## src/rtl/carrier_sense_pkg.sv

```systemverilog
package carrier_sense_pkg;
  // 2.5 ms at 460.8 kHz
  localparam int unsigned GAP_CYCLES_DEF = 1152;
  localparam int unsigned RUN_LEN_DEF    = 4;
  localparam int unsigned SYNC_DEF       = 2;
endpackage

```

## src/rtl/cs_edge_sync.sv

```systemverilog
module cs_edge_sync #(
  parameter int unsigned STAGES = 2
) (
  input  logic clk,
  input  logic rst_n,
  input  logic raw_i,
  output logic rise_o
);
  logic [STAGES-1:0] sync_q;
  logic              prev_q;

  genvar g;
  generate
    for (g = 0; g < STAGES; g++) begin : g_stage
      if (g == 0) begin : g_first
        always_ff @(posedge clk or negedge rst_n) begin
          if (!rst_n) sync_q[0] <= 1'b0;
          else        sync_q[0] <= raw_i;
        end
      end else begin : g_rest
        always_ff @(posedge clk or negedge rst_n) begin
          if (!rst_n) sync_q[g] <= 1'b0;
          else        sync_q[g] <= sync_q[g-1];
        end
      end
    end
  endgenerate

  always_ff @(posedge clk or negedge rst_n) begin
    if (!rst_n) prev_q <= 1'b0;
    else        prev_q <= sync_q[STAGES-1];
  end

  assign rise_o = sync_q[STAGES-1] & ~prev_q;


  edge_single_chk: assert property (@(posedge clk) disable iff (!rst_n)
    rise_o |=> !rise_o);
endmodule

```

## src/rtl/cs_gap_timer.sv

```systemverilog
module cs_gap_timer #(
  parameter int unsigned GAP_CYCLES = 1152
) (
  input  logic clk,
  input  logic rst_n,
  input  logic clr_i,
  input  logic rise_i,
  output logic expired_o
);
  localparam int unsigned CW = $clog2(GAP_CYCLES + 1);
  localparam logic [CW-1:0] LIMIT = CW'(GAP_CYCLES);

  logic [CW-1:0] cnt_q, cnt_d;
  logic          cnt_en;

  always_comb begin
    cnt_en = 1'b1;
    cnt_d  = cnt_q;
    if (clr_i)              cnt_d = LIMIT;
    else if (rise_i)        cnt_d = '0;
    else if (cnt_q != LIMIT) cnt_d = cnt_q + 1'b1;
    else                    cnt_en = 1'b0;
  end

  always_ff @(posedge clk or negedge rst_n) begin
    if (!rst_n)      cnt_q <= LIMIT;
    else if (cnt_en) cnt_q <= cnt_d;
  end

  assign expired_o = (cnt_q == LIMIT);


  gap_bound_chk: assert property (@(posedge clk) disable iff (!rst_n)
    cnt_q <= LIMIT);

  gap_clear_chk: assert property (@(posedge clk) disable iff (!rst_n)
    clr_i |=> expired_o);
endmodule

```

## src/rtl/cs_run_counter.sv

```systemverilog
module cs_run_counter #(
  parameter int unsigned RUN_LEN = 4
) (
  input  logic clk,
  input  logic rst_n,
  input  logic clr_i,
  input  logic rise_i,
  input  logic expired_i,
  output logic full_o
);
  localparam int unsigned RW = $clog2(RUN_LEN + 1);
  localparam logic [RW-1:0] TOP = RW'(RUN_LEN);

  logic [RW-1:0] run_q, run_d;
  logic          run_en;

  always_comb begin
    run_en = 1'b1;
    run_d  = run_q;
    if (clr_i)             run_d = '0;
    else if (rise_i) begin
      if (expired_i)       run_d = RW'(1);
      else if (run_q != TOP) run_d = run_q + 1'b1;
      else                 run_en = 1'b0;
    end
    else if (expired_i)    run_d = '0;
    else                   run_en = 1'b0;
  end

  always_ff @(posedge clk or negedge rst_n) begin
    if (!rst_n)      run_q <= '0;
    else if (run_en) run_q <= run_d;
  end

  assign full_o = (run_q == TOP);


  full_on_edge_chk: assert property (@(posedge clk) disable iff (!rst_n)
    $rose(full_o) |-> $past(rise_i));

  run_bound_chk: assert property (@(posedge clk) disable iff (!rst_n)
    run_q <= TOP);
endmodule

```

## src/rtl/carrier_sense.sv

```systemverilog
module carrier_sense
  import carrier_sense_pkg::*;
#(
  parameter int unsigned GAP_CYCLES  = GAP_CYCLES_DEF,
  parameter int unsigned RUN_LEN     = RUN_LEN_DEF,
  parameter int unsigned SYNC_STAGES = SYNC_DEF
) (
  input  logic clk,
  input  logic rst_n,
  input  logic rts_n,
  input  logic pulse_in,
  output logic carrier_o
);
  logic rise;
  logic expired;
  logic full;
  logic tx_active;

  assign tx_active = ~rts_n;

  cs_edge_sync #(.STAGES(SYNC_STAGES)) u_sync (
    .clk    (clk),
    .rst_n  (rst_n),
    .raw_i  (pulse_in),
    .rise_o (rise)
  );

  cs_gap_timer #(.GAP_CYCLES(GAP_CYCLES)) u_gap (
    .clk       (clk),
    .rst_n     (rst_n),
    .clr_i     (tx_active),
    .rise_i    (rise),
    .expired_o (expired)
  );

  cs_run_counter #(.RUN_LEN(RUN_LEN)) u_run (
    .clk       (clk),
    .rst_n     (rst_n),
    .clr_i     (tx_active),
    .rise_i    (rise),
    .expired_i (expired),
    .full_o    (full)
  );

  assign carrier_o = full & rts_n;


  timeout_drop_chk: assert property (@(posedge clk) disable iff (!rst_n)
    (expired && !rise) |=> !full);

  hold_chk: assert property (@(posedge clk) disable iff (!rst_n)
    (full && rise && !expired && rts_n) |=> full);

  tx_clear_chk: assert property (@(posedge clk) disable iff (!rst_n)
    !rts_n |=> !full);

  tx_quiet_chk: assert property (@(posedge clk) disable iff (!rst_n)
    $fell(rts_n) |-> !carrier_o);
endmodule

```

## config.mk

```make
export PLATFORM = sky130hd
export DESIGN_NAME = carrier_sense
export DESIGN_NICKNAME = d
export VERILOG_FILES = /design/src/rtl/carrier_sense_pkg.sv /design/src/rtl/cs_edge_sync.sv /design/src/rtl/cs_gap_timer.sv /design/src/rtl/cs_run_counter.sv /design/src/rtl/carrier_sense.sv
export SDC_FILE = /design/constraint.sdc
export NUM_CORES = 1
export LEC_CHECK = 0
export BUFFER_PORTS_ARGS = -buffer_cell sky130_fd_sc_hd__clkbuf_2
export CORE_MARGIN = 2
export CORE_UTILIZATION = 62
export CTS_BUF_LIST = sky130_fd_sc_hd__clkbuf_8 sky130_fd_sc_hd__clkbuf_16
export CTS_CLUSTER_SIZE = 20
export DETAILED_ROUTE_END_ITERATION = 8
export PLACE_DENSITY = 0.86
export SLEW_MARGIN = 20
export SYNTH_ARGS = -nofsm -noshare
export SYNTH_HDL_FRONTEND = slang
export SYNTH_HIERARCHICAL = 1
export SYNTH_SLANG_ARGS = --single-unit
```

## constraint.sdc

```tcl
create_clock -name clk -period 2.95 [get_ports clk]
set_clock_uncertainty 0.2 [all_clocks]
set_input_delay 0.4425 -clock clk [delete_from_list [all_inputs] [get_ports clk]]
set_output_delay 0.4425 -clock clk [all_outputs]
set_load 0.01 [all_outputs]
```

**Yosys cells after proc, flatten, opt, wreduce, memory -nomap -nowiden**

Index checks and enable logic that the tools add are counted.
Widths: inputs -> output; s select.

- $add $sub $neg: 2
- Multiply operators: 0
- Div/mod/pow operators: 0
- Order comparisons: 0
- Equality and inequality tests: 7
- Shift-type cells: 0
- Multiplexer cells: 16
- Bitwise gates (word level): 3
- Reductions and logical operators: 2

Operator list:

| cell | number |
|---|---|
| $mux 11 | 3 |
| $mux 3 | 5 |
| $add 11x1->11 const B | 1 |
| $eq 11x11->1 const B | 1 |
| $ne 11x11->1 const B | 1 |
| $ne 3x1->1 const B | 3 |
| $mux 1 | 8 |
| $add 3x1->3 const B | 1 |
| $eq 3x3->1 const B | 1 |
| $ne 3x3->1 const B | 1 |
| $reduce_and 3->1 | 1 |
| $and 1x1->1 | 2 |
| $reduce_and 2->1 | 1 |
| $not 1->1 | 1 |

- Register bits: 17
- Bits in latches: 0
- RAM bits: 0
- Memory bits (read-only): 0
- Bits of input ports: 4
- Output and inout bits: 1
- Logic and storage cells: 35
- Memories: 0

**Longest topological paths before layout**

- Depth in word-level cells: 6
- Gate-level depth with buffers: 6
- Gate-level depth less buffers: 6

**Cells and area by module**

Netlist, hierarchy kept.

By module, submodules not included:

| module | times used | cells an instance | area each (um2) | sequential area each (um2) |
|---|---|---|---|---|
| cs_gap_timer | 1 | 69 | 671.9 | 277.8 |
| cs_run_counter | 1 | 18 | 183.9 | 75.1 |
| cs_edge_sync | 1 | 4 | 88.8 | 75.1 |
| carrier_sense | 1 | 2 | 10.0 | 0.0 |

**Worst setup path before layout**

Ideal clock, no wire load.

- Kind: reg-to-reg
- From: register u_gap.cnt_q[7]
- To: register u_run.run_q[0]
- Library setup time: 0.077 ns
- Arrival time: 1.502 ns
- Data required time: 2.673 ns
- Setup slack: 1.171 ns
- Cell stages (with the launch flop): 5
- Path buffers: 0
- Period minus slack after synthesis: 1.779 ns
- Path through: dfstp_2 -> or4b_1 -> nor3_2 -> o21ai_0 -> a21oi_1

- Word-level cells in the longest chain between the ends: 5
- Elaborated cells between the ends (all ways): 11
- Those cells by class: eq/ne: 3; mux: 7; reduce/logical: 1

RTL lines:

| item | RTL line | source |
|---|---|---|
| start: declaration | cs_gap_timer.sv:13 | `logic [CW-1:0] cnt_q, cnt_d;` |
| start signal: assignment | cs_gap_timer.sv:27 | `else if (cnt_en) cnt_q <= cnt_d;` |
| $eq 11x11->1 * | cs_gap_timer.sv:30 | `assign expired_o = (cnt_q == LIMIT);` |
| named net expired | carrier_sense.sv:15 | `logic expired;` |
| $mux 1, on equally long branches | cs_run_counter.sv:26, cs_run_counter.sv:22 |  |
| $mux 1 | cs_run_counter.sv:21 | `else if (rise_i) begin` |
| $mux 1 | cs_run_counter.sv:20 | `if (clr_i) run_d = '0;` |
| $reduce_and 3->1 (no source line) | n/a |  |
| end signal: assignment | cs_run_counter.sv:32 | `else if (run_en) run_q <= run_d;` |
| end: declaration | cs_run_counter.sv:14 | `logic [RW-1:0] run_q, run_d;` |

Mark *: on every way through the listed nets, which the timed path passes. The rest lies on a longest branch.
A chain may end at the register's enable or synchronous reset.

**Worst setup path in the final report**

Ends and elaborated chain as after synthesis.

==> impl_metrics.yaml <==
sta:
  slew_headroom_pct: 69.16
  tightest_slew_ns: 0.4561
  final_min_period_over_clock_period_pct: 67.78
  post-route-min-period_ns: 2.000
  holdWs_ns: 0.09885
  hold_viol: 0
  drv_slew: 0
  setup_viol: 0
  max_freq_mhz: 500.1
  rsz0062_at_grt: "false"
  finalSetupTns_ns: 0
placed_design:
  dp_hpwl_mm: 1.467
  gp_congestion: 0.7766
  port_buffers: 4
  post_dp_cell_area_um2: 991.0
pwr:
  peakVddDrop_v: 0.0003997
  p_leak_nw: 0.4492
  power.density_mw_per_mm2: 462.2
floorplanning:
  pin_count: 5
  die_width_um: 43.24
  dieHeight_um: 43.24
  initial_core_util_pct: 64.88
  row_count: 14
  coreArea_mm2: 0.001471
  die_area_mm2: 0.001870
finish:
  n_antenna_cell: 0
  area_growth_pct: 9.567
  drive_gt1_share_pct: 20.79
  fin_area_mm2: 0.001046
  layout_common_cells: "dfrtp_1 (15), inv_1 (8), a21oi_1 (7)"
  regArea_um2: 427.9
  nNetsFinal: 110
  n_fill_cell: 115
  multi_input_area_um2: 496.7
  final_common_cell: "dfrtp_1"
drt:
  ant_nets: 0
  wl_met2_um: 994
  routedWlPerCell_um: 17.09
  vias: 758
  postRouteWirelength_mm: 1.999
  met3_length_um: 122
  wl_met1_um: 811
  maxUsedRoutingLayer: "met4"
  vias_per_cell: 6.479
  firstDrtPassIters: 4
  dr.first_iter.drc_count: 62
  drcViolationCount: 0
synthesis:
  synth-edff-count: 0
  yosysSeqAreaShare_pct: 44.82
  synth_cells: 93
  async_flop_share_pct: 100.0
  yosys_most_used_dff: "dfrtp_1"
  yosys.area_share.simple_pct: 28.83
  synth_top_family_by_area: "simple AND/OR/NAND/NOR gates"
  synth_xor_area_share_pct: 1.835
  synthesis.area_um2: 954.7
  synth_mux_area_share_pct: 2.097
  yosysWarnings: 6
  synth.avg_cell_area_um2: 10.27
  syn_nets: 101
  synth_adder_area_share_pct: 5.242
  synth.distinct_cells: 35
  synth_seq_cells: 17
  synth_compound_area_share_pct: 14.02
global_route:
  grt_max_degree: 18
  track_usage_pct: 26.18
  grt_antenna_before_repair: 0
  grt_pass1_vias: 777
  grt-ovfl-total: 0
  grt_pass1_wl_mm: 3.539
clock_tree:
  htree_levels: 1
  cts.sinks: 17
  root_buffer: "clkbuf_8"
  clk_path_buf_depth: 2
  clk_latency_ns: 0.25
  cts_buffers: 3
  cts_tree: "done"
  cts.clk_slew.worst_paths_ns: 0.06
setup_path:
  crit_family: "simple AND/OR/NAND/NOR gates"
  cp-end-kind: "flip-flop"
  cp_slowest_cell: "dfstp_2"
  cp_max_fo: 7
  worstPathBufferInverterCount: 0
  crit_type: "reg2reg"
  critical_path.startpoint_type: "flip-flop"
  slowest_delay_ns: 0.59
  worstPathCellList: "or4b_1 > nor3_2 > o21ai_0 > a21oi_1"
  arrival_ns: 1.97
  cp_data_required_time_ns: 2.92
outcome:
  status: "finished clean"
min_path:
  hold_class: "in2reg"
flow_run:
  maxCapViolCount: 0
-- layout make-up --
cell class,instances,area share [%]
repair buffers,5,2.871
clock inverters,1,0.3589
well taps,16,1.914
flip-flops and latches,17,40.91
multi-input cells,68,47.49
inverters,7,2.512
clock buffers,3,3.947
-- cells in the mapped netlist, types with 3 or more instances --
master	count	share of area, %
nand3_1	5	2.6
dfrtp_1	15	39
a21oi_1	7	3.7
or3_1	5	3.3
nor2_1	4	1.6
o21ai_0	3	1.6
ha_1	4	5.2
nor4_1	3	2.0
inv_1	7	2.8
or2_2	3	2.0
nand2_1	5	2.0
-- power breakdown --
group / internal, mW / switching (mW) / total [mW]
Clock: 0.0925 / 0.0801 / 0.173
Combinational: 0.0254 / 0.0333 / 0.0587
Sequential: 0.242 / 0.0103 / 0.252
-- metal layers --
metal / vias up / track usage (%)
met4: 0 / 17.58
met2: 29 / 40.60
li1: 362 / -
met3: 9 / 4.255
met1: 358 / 33.24
met5: - / 0
-- path summary, 6_finish.rpt --
path | from | endpoint | slack (ns) | cells after the start
worst max-delay path | u_gap/cnt_q[7]$_DFFE_PN1P_ | u_run/run_q[0]$_DFFE_PN0P_ | 0.95 | 4
worst min-delay path | pulse_in | u_sync/sync_q[0]$_DFF_PN0_ | 0.1 | 1
worst max register to register | u_gap/cnt_q[7]$_DFFE_PN1P_ | u_run/run_q[0]$_DFFE_PN0P_ | 0.95 | 4
worst min register to register | u_sync/sync_q[0]$_DFF_PN0_ | u_sync/sync_q[1]$_DFF_PN0_ | 0.17 | 0
max in group asynchronous | rst_n | u_gap/cnt_q[7]$_DFFE_PN1P_ | 1.78 | 2
min in group asynchronous | rst_n | u_run/run_q[1]$_DFFE_PN0P_ | 0.45 | 2
-- state kept, by name (all words and copies together) (netlist names) --
name / cells
u_gap/cnt_q: 11
u_run/run_q: 3
u_sync/prev_q: 1
u_sync/sync_q: 2
-- cells by family after synthesis --
logic type / count (synthesis)
compound gates: 20
xor+xnor: 2
fa+ha+maj: 4
buf+inv: 8
flops: 17
mux: 2
simple gates: 40
-- stage by stage --
step                cells  setup WS [ns]  total power [mW]  util (%)
global placement      112          1.109            0.3105     67.35
CTS                   117         0.9432            0.4878     71.09
floorplan              93          1.171            0.2954         -
detailed placement    112         0.9988            0.3137     67.35
global route          117         0.8585            0.5030     71.09
finish                117         0.9504            0.4834     71.09
-- what timing repair did --
item	4_1_cts	5_1_grt
buffers inserted	0	0
resized for setup	0	0
hold buffers	1	0
endpoints found under the hold margin	15	0
Power figures use the tool's default switching activity.
